--- src/rtl/gbc_pkg.sv ---
package gbc_pkg;
  localparam int BANK_W = 32;
  localparam int AW     = 10;

  localparam logic [AW-1:0] OFS_LVL  = 10'h004;
  localparam logic [AW-1:0] OFS_DIR  = 10'h01C;
  localparam logic [AW-1:0] OFS_SET  = 10'h034;
  localparam logic [AW-1:0] OFS_CLR  = 10'h04C;
  localparam logic [AW-1:0] OFS_RISE = 10'h064;
  localparam logic [AW-1:0] OFS_FALL = 10'h07C;
  localparam logic [AW-1:0] OFS_BYP  = 10'h094;
  localparam logic [AW-1:0] OFS_MASK = 10'h0AC;
  localparam logic [AW-1:0] OFS_SRC  = 10'h0C4;
  localparam logic [AW-1:0] OFS_TYPE = 10'h300;
  localparam logic [AW-1:0] OFS_POL  = 10'h318;

  typedef enum logic [3:0] {
    G_NONE, G_LVL, G_DIR, G_SET, G_CLR, G_RISE,
    G_FALL, G_BYP, G_MASK, G_SRC, G_TYPE, G_POL
  } grp_e;

  typedef struct packed {
    grp_e       grp;
    logic [2:0] bank;
  } dec_t;

  // Map a byte address to register group and bank; at most 6 banks fit the gaps.
  function automatic dec_t decode(input logic [AW-1:0] a, input int nb);
    dec_t d;
    d.grp  = G_NONE;
    d.bank = '0;
    for (int b = 0; b < 6; b++) begin
      if (b < nb) begin
        logic [AW-1:0] o;
        o = AW'(b * 4);
        if      (a == OFS_LVL  + o) begin d.grp = G_LVL;  d.bank = 3'(b); end
        else if (a == OFS_DIR  + o) begin d.grp = G_DIR;  d.bank = 3'(b); end
        else if (a == OFS_SET  + o) begin d.grp = G_SET;  d.bank = 3'(b); end
        else if (a == OFS_CLR  + o) begin d.grp = G_CLR;  d.bank = 3'(b); end
        else if (a == OFS_RISE + o) begin d.grp = G_RISE; d.bank = 3'(b); end
        else if (a == OFS_FALL + o) begin d.grp = G_FALL; d.bank = 3'(b); end
        else if (a == OFS_BYP  + o) begin d.grp = G_BYP;  d.bank = 3'(b); end
        else if (a == OFS_MASK + o) begin d.grp = G_MASK; d.bank = 3'(b); end
        else if (a == OFS_SRC  + o) begin d.grp = G_SRC;  d.bank = 3'(b); end
        else if (a == OFS_TYPE + o) begin d.grp = G_TYPE; d.bank = 3'(b); end
        else if (a == OFS_POL  + o) begin d.grp = G_POL;  d.bank = 3'(b); end
      end
    end
    return d;
  endfunction
endpackage

--- src/rtl/gbc_sync_filter.sv ---
module gbc_sync_filter #(
  parameter int W = 32
) (
  input  logic         clk,
  input  logic         rst,
  input  logic [W-1:0] din,
  input  logic [W-1:0] byp,
  output logic [W-1:0] dout
);
  logic [W-1:0] s1, s2, hist, filt;
  logic [W-1:0] steady;

  assign steady = ~(s2 ^ hist);

  always_ff @(posedge clk) begin
    if (rst) begin
      s1   <= '0;
      s2   <= '0;
      hist <= '0;
      filt <= '0;
    end else begin
      s1   <= din;
      s2   <= s1;
      hist <= s2;
      filt <= (steady & s2) | (~steady & filt);
    end
  end

  assign dout = (byp & s2) | (~byp & filt);
endmodule

--- src/rtl/gbc_bank.sv ---
module gbc_bank
  import gbc_pkg::*;
#(
  parameter int W = BANK_W
) (
  input  logic         clk,
  input  logic         rst,
  input  logic [W-1:0] pin,
  input  grp_e         wgrp,
  input  logic [W-1:0] wdata,
  output logic [W-1:0] dir,
  output logic [W-1:0] outq,
  output logic [W-1:0] ren,
  output logic [W-1:0] fen,
  output logic [W-1:0] byp,
  output logic [W-1:0] mask,
  output logic [W-1:0] typ,
  output logic [W-1:0] pol,
  output logic [W-1:0] src
);
  logic [W-1:0] prev, evt, clr;

  assign evt = (typ & (pin ^ pol))
             | (~typ & ((ren & pin & ~prev) | (fen & ~pin & prev)));
  assign clr = (wgrp == G_SRC) ? wdata : '0;

  always_ff @(posedge clk) begin
    if (rst) begin
      prev <= '0; dir <= '0; outq <= '0; ren <= '0; fen <= '0;
      byp  <= '0; mask <= '0; typ <= '0; pol <= '0; src <= '0;
    end else begin
      prev <= pin;
      src  <= (src & ~clr) | evt;
      case (wgrp)
        G_DIR:  dir  <= wdata;
        G_SET:  outq <= outq | wdata;
        G_CLR:  outq <= outq & ~wdata;
        G_RISE: ren  <= wdata;
        G_FALL: fen  <= wdata;
        G_BYP:  byp  <= wdata;
        G_MASK: mask <= wdata;
        G_TYPE: typ  <= wdata;
        G_POL:  pol  <= wdata;
        default: ;
      endcase
    end
  end
endmodule

--- src/rtl/gpio_bank_ctrl.sv ---
module gpio_bank_ctrl
  import gbc_pkg::*;
#(
  parameter int NBANKS = 2
) (
  input  logic                     clk,
  input  logic                     rst,
  input  logic [AW-1:0]            bus_addr,
  input  logic                     bus_we,
  input  logic [31:0]              bus_wdata,
  output logic [31:0]              bus_rdata,
  input  logic [NBANKS*BANK_W-1:0] pins_in,
  output logic [NBANKS*BANK_W-1:0] pins_out,
  output logic [NBANKS*BANK_W-1:0] pins_oe,
  output logic                     irq_out
);
  localparam int BW = (NBANKS > 1) ? $clog2(NBANKS) : 1;

  typedef logic [NBANKS-1:0][BANK_W-1:0] bankv_t;
  bankv_t clean_a, dir_a, out_a, ren_a, fen_a, byp_a, mask_a, typ_a, pol_a, src_a;

  dec_t          dec;
  logic [BW-1:0] bsel;
  logic [31:0]   rd_nxt;
  logic          pend_any;

  assign dec  = decode(bus_addr, NBANKS);
  assign bsel = BW'(dec.bank);

  for (genvar b = 0; b < NBANKS; b++) begin : g_bank
    grp_e wg;
    assign wg = (bus_we && dec.bank == 3'(b)) ? dec.grp : G_NONE;

    gbc_sync_filter #(.W(BANK_W)) u_sf (
      .clk (clk), .rst (rst),
      .din (pins_in[b*BANK_W +: BANK_W]),
      .byp (byp_a[b]),
      .dout(clean_a[b])
    );

    gbc_bank #(.W(BANK_W)) u_bank (
      .clk (clk), .rst (rst), .pin (clean_a[b]), .wgrp(wg), .wdata(bus_wdata),
      .dir (dir_a[b]), .outq(out_a[b]), .ren(ren_a[b]), .fen(fen_a[b]),
      .byp (byp_a[b]), .mask(mask_a[b]), .typ(typ_a[b]), .pol(pol_a[b]),
      .src (src_a[b])
    );
  end

  always_comb begin
    case (dec.grp)
      G_LVL:   rd_nxt = clean_a[bsel];
      G_DIR:   rd_nxt = dir_a[bsel];
      G_RISE:  rd_nxt = ren_a[bsel];
      G_FALL:  rd_nxt = fen_a[bsel];
      G_BYP:   rd_nxt = byp_a[bsel];
      G_MASK:  rd_nxt = mask_a[bsel];
      G_SRC:   rd_nxt = src_a[bsel];
      G_TYPE:  rd_nxt = typ_a[bsel];
      G_POL:   rd_nxt = pol_a[bsel];
      default: rd_nxt = '0;
    endcase
  end

  assign pend_any = |(src_a & mask_a);

  always_ff @(posedge clk) begin
    if (rst) begin
      bus_rdata <= '0;
      irq_out   <= 1'b0;
    end else begin
      bus_rdata <= rd_nxt;
      irq_out   <= pend_any;
    end
  end

  assign pins_out = out_a;
  assign pins_oe  = dir_a;
endmodule

--- config.mk ---
export PLATFORM = sky130hd
export DESIGN_NAME = gpio_bank_ctrl
export DESIGN_NICKNAME = d
export VERILOG_FILES = /design/src/rtl/gbc_pkg.sv /design/src/rtl/gbc_sync_filter.sv /design/src/rtl/gbc_bank.sv /design/src/rtl/gpio_bank_ctrl.sv
export SDC_FILE = /design/constraint.sdc
export NUM_CORES = 2
export LEC_CHECK = 0
export ABC_AREA = 1
export CAP_MARGIN = 20
export CORE_MARGIN = 3
export CORE_UTILIZATION = 40
export DETAILED_ROUTE_END_ITERATION = 8
export DONT_BUFFER_PORTS = 1
export GPL_ROUTABILITY_DRIVEN = 1
export PLACE_DENSITY_LB_ADDON = 0.12
export SLEW_MARGIN = 25
export SYNTH_ARGS = -nofsm -noshare
export SYNTH_HDL_FRONTEND = slang
export SYNTH_HIERARCHICAL = 1
export SYNTH_SLANG_ARGS = --single-unit
--- constraint.sdc ---
create_clock -name clk -period 5.87 [get_ports clk]
set_input_delay 1.174 -clock clk [delete_from_list [all_inputs] [get_ports clk]]
set_output_delay 1.174 -clock clk [all_outputs]
set_load 0.02 [all_outputs]
# Yosys cells after proc, flatten, opt, wreduce, memory -nomap -nowiden
# Cells that the tools add are included.
# W data, S select, Z words.
dict set report classes {
  n_addsub 0
  multipliers 0
  n_div 0
  magnitude_cmp 1
  eq_ne 52
  shift 0
  muxes 47
  n_bitwise 56
  n_reduce_logical 6
}
# op count
set ops {}
lappend ops {{$and A32 B32 Y32} 24}
lappend ops {{$mux W32} 20}
lappend ops {{$not A32 Y32} 15}
lappend ops {{$or A32 B32 Y32} 12}
lappend ops {{$pmux W32 S9} 1}
lappend ops {{$mux W7} 22}
lappend ops {{$pmux W32 S2} 2}
lappend ops {{$xor A32 B32 Y32} 4}
lappend ops {{$eq A10 B8 Y1 const B} 7}
lappend ops {{$and A64 B64 Y64} 1}
lappend ops {{$reduce_or A64 Y1} 1}
lappend ops {{$eq A10 B7 Y1 const B} 5}
lappend ops {{$eq A4 B4 Y1 const B} 12}
lappend ops {{$eq A4 B3 Y1 const B} 11}
lappend ops {{$eq A10 B10 Y1 const B} 4}
lappend ops {{$eq A10 B6 Y1 const B} 3}
lappend ops {{$eq A4 B2 Y1 const B} 5}
lappend ops {{$eq A10 B3 Y1 const B} 1}
lappend ops {{$eq A10 B4 Y1 const B} 1}
lappend ops {{$eq A10 B5 Y1 const B} 1}
lappend ops {{$mux W4} 2}
lappend ops {{$eq A4 B1 Y1 const B} 1}
lappend ops {{$reduce_bool A2 Y1} 2}
lappend ops {{$eq A3 B1 Y1 const B} 1}
lappend ops {{3 further kinds} 4}
dict set report word_totals {
  register_bits 929
  latchBits 0
  mem_bits_rw 0
  romBits 0
  word_cells 192
  mem_count 0
}

# Depth between registers and ports, before layout
dict set report depth {
  word_depth 31
  mapped_depth 23
  depth_no_buf 20
}

# Modules after synthesis
# The synthesis kept the hierarchy.
# module instances cells_each area_each_um2 seq_area_each_um2
set by_module_without_submodules {}
lappend by_module_without_submodules {gbc_bank 2 1852 12801.0 6406.1}
lappend by_module_without_submodules {gpio_bank_ctrl 1 1654 8466.9 660.6}
lappend by_module_without_submodules {gbc_sync_filter 2 495 4122.7 2562.5}

# Least setup slack after synthesis
# OpenSTA, ideal clock, no wires.
dict set report synth_timing {
  path_type {input to register}
  startpoint {input bus_addr[9]}
  endpoint {register g_bank[1].u_bank.pol[23]}
  setup_ns 0.128
  arrival_ns 3.668
  required_ns 5.742
  setup_slack_ns 2.074
  stages 17
  n_path_buf 3
  path_cell_list {nor2_2 -> inv_2 -> nor2_2 -> nand2_2 -> nand2_1 -> nor2_2 -> nand3_4 -> buf_6 -> clkbuf_1 -> nand2_1 -> nor2_1 -> inv_1 -> nor2_4 -> nand2_1 -> clkbuf_1 -> o21ai_0 -> a21oi_1}
}
dict set report synth_via {
  elab_chain_len 26
}
# item line
set synth_lines {}
lappend synth_lines {{start: declaration} gpio_bank_ctrl.sv:8} ;# input logic [AW-1:0] bus_addr,
lappend synth_lines {{$eq A10 B10 Y1} gbc_pkg.sv:45} ;# else if (a == OFS_TYPE + o) begin d.grp = G_TYPE; d.bank = 3'(b); end
lappend synth_lines {{$mux W7} gbc_pkg.sv:45}
lappend synth_lines {{$mux W7} gbc_pkg.sv:44} ;# else if (a == OFS_SRC + o) begin d.grp = G_SRC; d.bank = 3'(b); end
lappend synth_lines {{$mux W7} gbc_pkg.sv:43} ;# else if (a == OFS_MASK + o) begin d.grp = G_MASK; d.bank = 3'(b); end
lappend synth_lines {{$mux W7} gbc_pkg.sv:42} ;# else if (a == OFS_BYP + o) begin d.grp = G_BYP; d.bank = 3'(b); end
lappend synth_lines {{$mux W7} gbc_pkg.sv:41} ;# else if (a == OFS_FALL + o) begin d.grp = G_FALL; d.bank = 3'(b); end
lappend synth_lines {{$mux W7} gbc_pkg.sv:40} ;# else if (a == OFS_RISE + o) begin d.grp = G_RISE; d.bank = 3'(b); end
lappend synth_lines {{$mux W7} gbc_pkg.sv:39} ;# else if (a == OFS_CLR + o) begin d.grp = G_CLR; d.bank = 3'(b); end
lappend synth_lines {{[... 11 more ...]} --}
lappend synth_lines {{$mux W7} gbc_pkg.sv:38} ;# else if (a == OFS_SET + o) begin d.grp = G_SET; d.bank = 3'(b); end
lappend synth_lines {{$mux W7} gbc_pkg.sv:37} ;# else if (a == OFS_DIR + o) begin d.grp = G_DIR; d.bank = 3'(b); end
lappend synth_lines {{$mux W7 *} gbc_pkg.sv:36} ;# if (a == OFS_LVL + o) begin d.grp = G_LVL; d.bank = 3'(b); end
lappend synth_lines {{$eq A3 B1 Y1} gpio_bank_ctrl.sv:32} ;# assign wg = (bus_we && dec.bank == 3'(b)) ? dec.grp : G_NONE;
lappend synth_lines {{$logic_and A1 B1 Y1} gpio_bank_ctrl.sv:32}
lappend synth_lines {{$mux W4 *} gpio_bank_ctrl.sv:32}
lappend synth_lines {{net g_bank[1].wg[3]} gpio_bank_ctrl.sv:31} ;# grp_e wg;
lappend synth_lines {{$eq A4 B4 Y1 *} gbc_bank.sv:34} ;# case (wgrp)
lappend synth_lines {{end signal: assignment} gbc_bank.sv:43} ;# G_POL: pol <= wdata;
lappend synth_lines {{end: declaration} gbc_bank.sv:18} ;# output logic [W-1:0] pol,
# The timed path passes the listed nets; every way through them passes the cells marked *.
# A chain may end at the register's enable or synchronous reset.

# Final worst setup path
dict set report layout_timing {
  startpoint {input bus_addr[9]}
  endpoint {register g_bank[1].u_bank.dir[8]}
}
dict set report layout_via {
  elab_chain_len 26
}
# item line
set layout_lines {}
lappend layout_lines {{$eq A10 B10 Y1} gbc_pkg.sv:45}
lappend layout_lines {{$mux W7} gbc_pkg.sv:45}
lappend layout_lines {{$mux W7} gbc_pkg.sv:44}
lappend layout_lines {{$mux W7} gbc_pkg.sv:43}
lappend layout_lines {{$mux W7} gbc_pkg.sv:42}
lappend layout_lines {{$mux W7} gbc_pkg.sv:41}
lappend layout_lines {{$mux W7} gbc_pkg.sv:40}
lappend layout_lines {{$mux W7} gbc_pkg.sv:39}
lappend layout_lines {{[... 11 more ...]} --}
lappend layout_lines {{$mux W7} gbc_pkg.sv:38}
lappend layout_lines {{$mux W7} gbc_pkg.sv:37}
lappend layout_lines {{$mux W7 *} gbc_pkg.sv:36}
lappend layout_lines {{$eq A3 B1 Y1} gpio_bank_ctrl.sv:32}
lappend layout_lines {{$logic_and A1 B1 Y1} gpio_bank_ctrl.sv:32}
lappend layout_lines {{$mux W4 *} gpio_bank_ctrl.sv:32}
lappend layout_lines {{net g_bank[1].wg[0]} gpio_bank_ctrl.sv:31}
lappend layout_lines {{$eq A4 B2 Y1 *} gbc_bank.sv:34}
lappend layout_lines {{end signal: assignment} gbc_bank.sv:35} ;# G_DIR: dir <= wdata;
lappend layout_lines {{end: declaration} gbc_bank.sv:11} ;# output logic [W-1:0] dir,
# Marks and branches as above.

==> flow_summary.json <==
{
  "grt_max_degree": 412,
  "async_flop_share_pct": 0,
  "cp_max_fo": 23,
  "n_fill_cell": 10963,
  "area_growth_pct": 9.61,
  "timing.fmax_mhz": 225,
  "htree_levels": 3,
  "dpl.hpwl_um": 117000,
  "final-setup-viol-count": 0,
  "antenna_found_initial": 2,
  "cts_tree": "built",
  "timing.critical_path.mode_cell": "inv_1",
  "routed_wl_um": 168000,
  "ys_ff_latch": 929,
  "post-route-period-util_pct": 75.8,
  "cpMaxStageDelayCell": "nand2_1",
  "finalHoldViolations": 0,
  "worst_pin_slew_ns": 1.46,
  "synth_cells": 6348,
  "endpoint_kind": "register",
  "yosysSeqAreaShare_pct": 44.0,
  "synth_edf_count": 0,
  "synthDistinctLibCells": 30,
  "ff2ff_setup_slack_ns": 3.60,
  "worst_path_largest_cell_delay_ns": 0.57,
  "yosysWarnings": 6,
  "die_h_um": 331,
  "slew_headroom_pct": 2.67,
  "cts_root_buf": "clkbuf_16",
  "clock_sink_count": 929,
  "p_leak_uw": 0.0180,
  "syn-cell-area_mm2": 0.0423,
  "grt_pass1_wl_um": 243000,
  "drtPass1Iterations": 8,
  "io_buffers": 0,
  "max_cap_viol_count": 0,
  "synth_area_per_cell_um2": 6.67,
  "grt_pass1_vias": 34867,
  "routabilityCongestion": 0.960,
  "std_cell_rows": 118,
  "core_region_area_mm2": 0.104,
  "crit_type": "input pin to register",
  "vias": 40227,
  "die_w_um": 331,
  "ctsResizeCount": 0,
  "status": "complete, no violations",
  "layout-drive-gt1-share_pct": 4.93,
  "track_usage_pct": 29.2,
  "path_cells": "nor2_2, inv_2, nor2_2, inv_1, nor2_2, inv_1, nand4_1, nand3_1, inv_1, inv_1, nand2_1, clkinv_1, nand2_1, buf_4, nand2_1, a21oi_1",
  "ir_drop_mv": 0.239,
  "drt-initial-drc-count": 5283,
  "synth-main-ff-cell": "dfxtp_1",
  "grt_overflow": 0,
  "rsz0062_at_grt": "false",
  "syn_nets": 6457,
  "cts_buffers": 104,
  "cp.required_ns": 6.44,
  "routedWlPerCell_um": 22.2,
  "cts_setup_buffers": 0,
  "slew_violations": 0,
  "io_pins": 270,
  "tns_ns": 0,
  "clk_transition_reported_paths_ns": 0.07,
  "post_drt_via_cell_ratio": 5.31,
  "clk_path_buf_depth": 3,
  "cp.arrival_ns": 5.02,
  "post-route-drc-count": 0,
  "dieArea_mm2": 0.110,
  "nets": 6208,
  "min_period_ns": 4.45,
  "clock_skew_ns": 0.0218,
  "worstSkewPairLatency_ns": 0.69,
  "cts_hold_buffers": 0,
  "power_density_mw_per_mm2": 292,
  "worstHoldPathType": "register to register",
  "start_kind": "input pin",
  "antenna_left": 0,
  "holdWs_ns": 0.391,
  "start_util_pct": 40.6
}
## cell usage in the layout (no fill, tap or decap), types with 52 or more instances in the layout
master,instances
nor2_1,1200
nand2_1,1161
dfxtp_1,929
inv_1,804
o21ai_0,565
nand3_1,457
a21oi_1,403
nand4_1,204
clkbuf_16,107
o21ai_1,74
buf_4,52
## synth_stat cells, types with 12 or more instances
master	number	share of area, %
buf_2	107	1.3
buf_6	20	0.53
o21ai_1	74	0.88
inv_2	16	0.14
nand3_1	457	5.4
mux2_2	15	0.40
nand2_1	1163	10
nor2_1	1207	11
a21oi_1	403	4.8
nand4_1	204	3.0
o21ai_0	565	6.7
clkbuf_1	245	2.2
buf_4	27	0.48
mux2i_1	47	1.1
dfxtp_1	929	44
buf_1	12	0.11
a221oi_1	12	0.25
inv_1	804	7.1
## logic make-up (layout without fill, tap and decap cells)
logic type / after synthesis / after routing / share of synthesized area (%)
flip-flops: 929 / 929 / 44.0
AO/OA/AOI/OAI: 1057 / 1057 / 12.6
multiplexers: 62 / 62 / 1.51
buffers and inverters: 1239 / 1080 / 11.9
AND/OR/NAND/NOR: 3061 / 3061 / 30.0
other: 0 / 1 / 0
## worst max-delay path: cells and delay by family
family                 cells  cell delay, ns
AND/OR/NAND/NOR            8            2.16
buffers and inverters      7            1.49
AO/OA/AOI/OAI              1            0.15
## per-layer routing
layer  wire, µm  GRT usage, %  vias to the layer above
met3      22500          10.7                      180
met5          0         0.825                        -
met2      60300          36.0                     1882
met1      80400          45.7                    18595
met4       4570          8.47                        0
li1           -             -                    19570
## path summary, 6_finish.rpt
kind                                                            start                              endpoint  cells past startpoint
worst max-delay path                                      bus_addr[9]  g_bank[1].u_bank/dir[8]$_SDFFE_PP0N_                     16
worst min-delay path                  g_bank[1].u_sf/s1[0]$_SDFF_PP0_       g_bank[1].u_sf/s2[0]$_SDFF_PP0_                      2
worst max register to register  g_bank[1].u_bank/byp[17]$_SDFFE_PP0N_              bus_rdata[17]$_SDFF_PP0_                      8
worst min register to register        g_bank[1].u_sf/s1[0]$_SDFF_PP0_       g_bank[1].u_sf/s2[0]$_SDFF_PP0_                      2
## area by class of cell
type | count | area [µm²] | area share [%]
well taps | 1380 | 1730 | 3.72
repair buffers | 59 | 531 | 1.14
diodes | 1 | 2.50 | 0.00540
flip-flops and latches | 929 | 18600 | 40.1
clock inverters | 39 | 445 | 0.960
multi-input cells | 4180 | 18800 | 40.5
clock buffers | 157 | 3200 | 6.89
inverters | 825 | 3110 | 6.70
## report_power, final
part,internal (µW),switching [µW]
combinational,81.0,192
clock,4110,2770
sequential,6360,30.0
## per-stage QoR
step / area, µm² / power (µW) / setup slack, ns / utilization, % / instances
global placement: 42700 / 6800 / 0.869 / 41.0 / 7373
CTS: 46400 / 13700 / 1.55 / 44.5 / 7569
detailed placement: 42700 / 6800 / 0.813 / 41.0 / 7373
finish: 46400 / 13500 / 1.42 / 44.5 / 7570
global route: 46400 / 14000 / 1.26 / 44.5 / 7569
floorplan: 42300 / 6830 / 2.07 / - / 6348
Power figures use the tool's default switching activity.
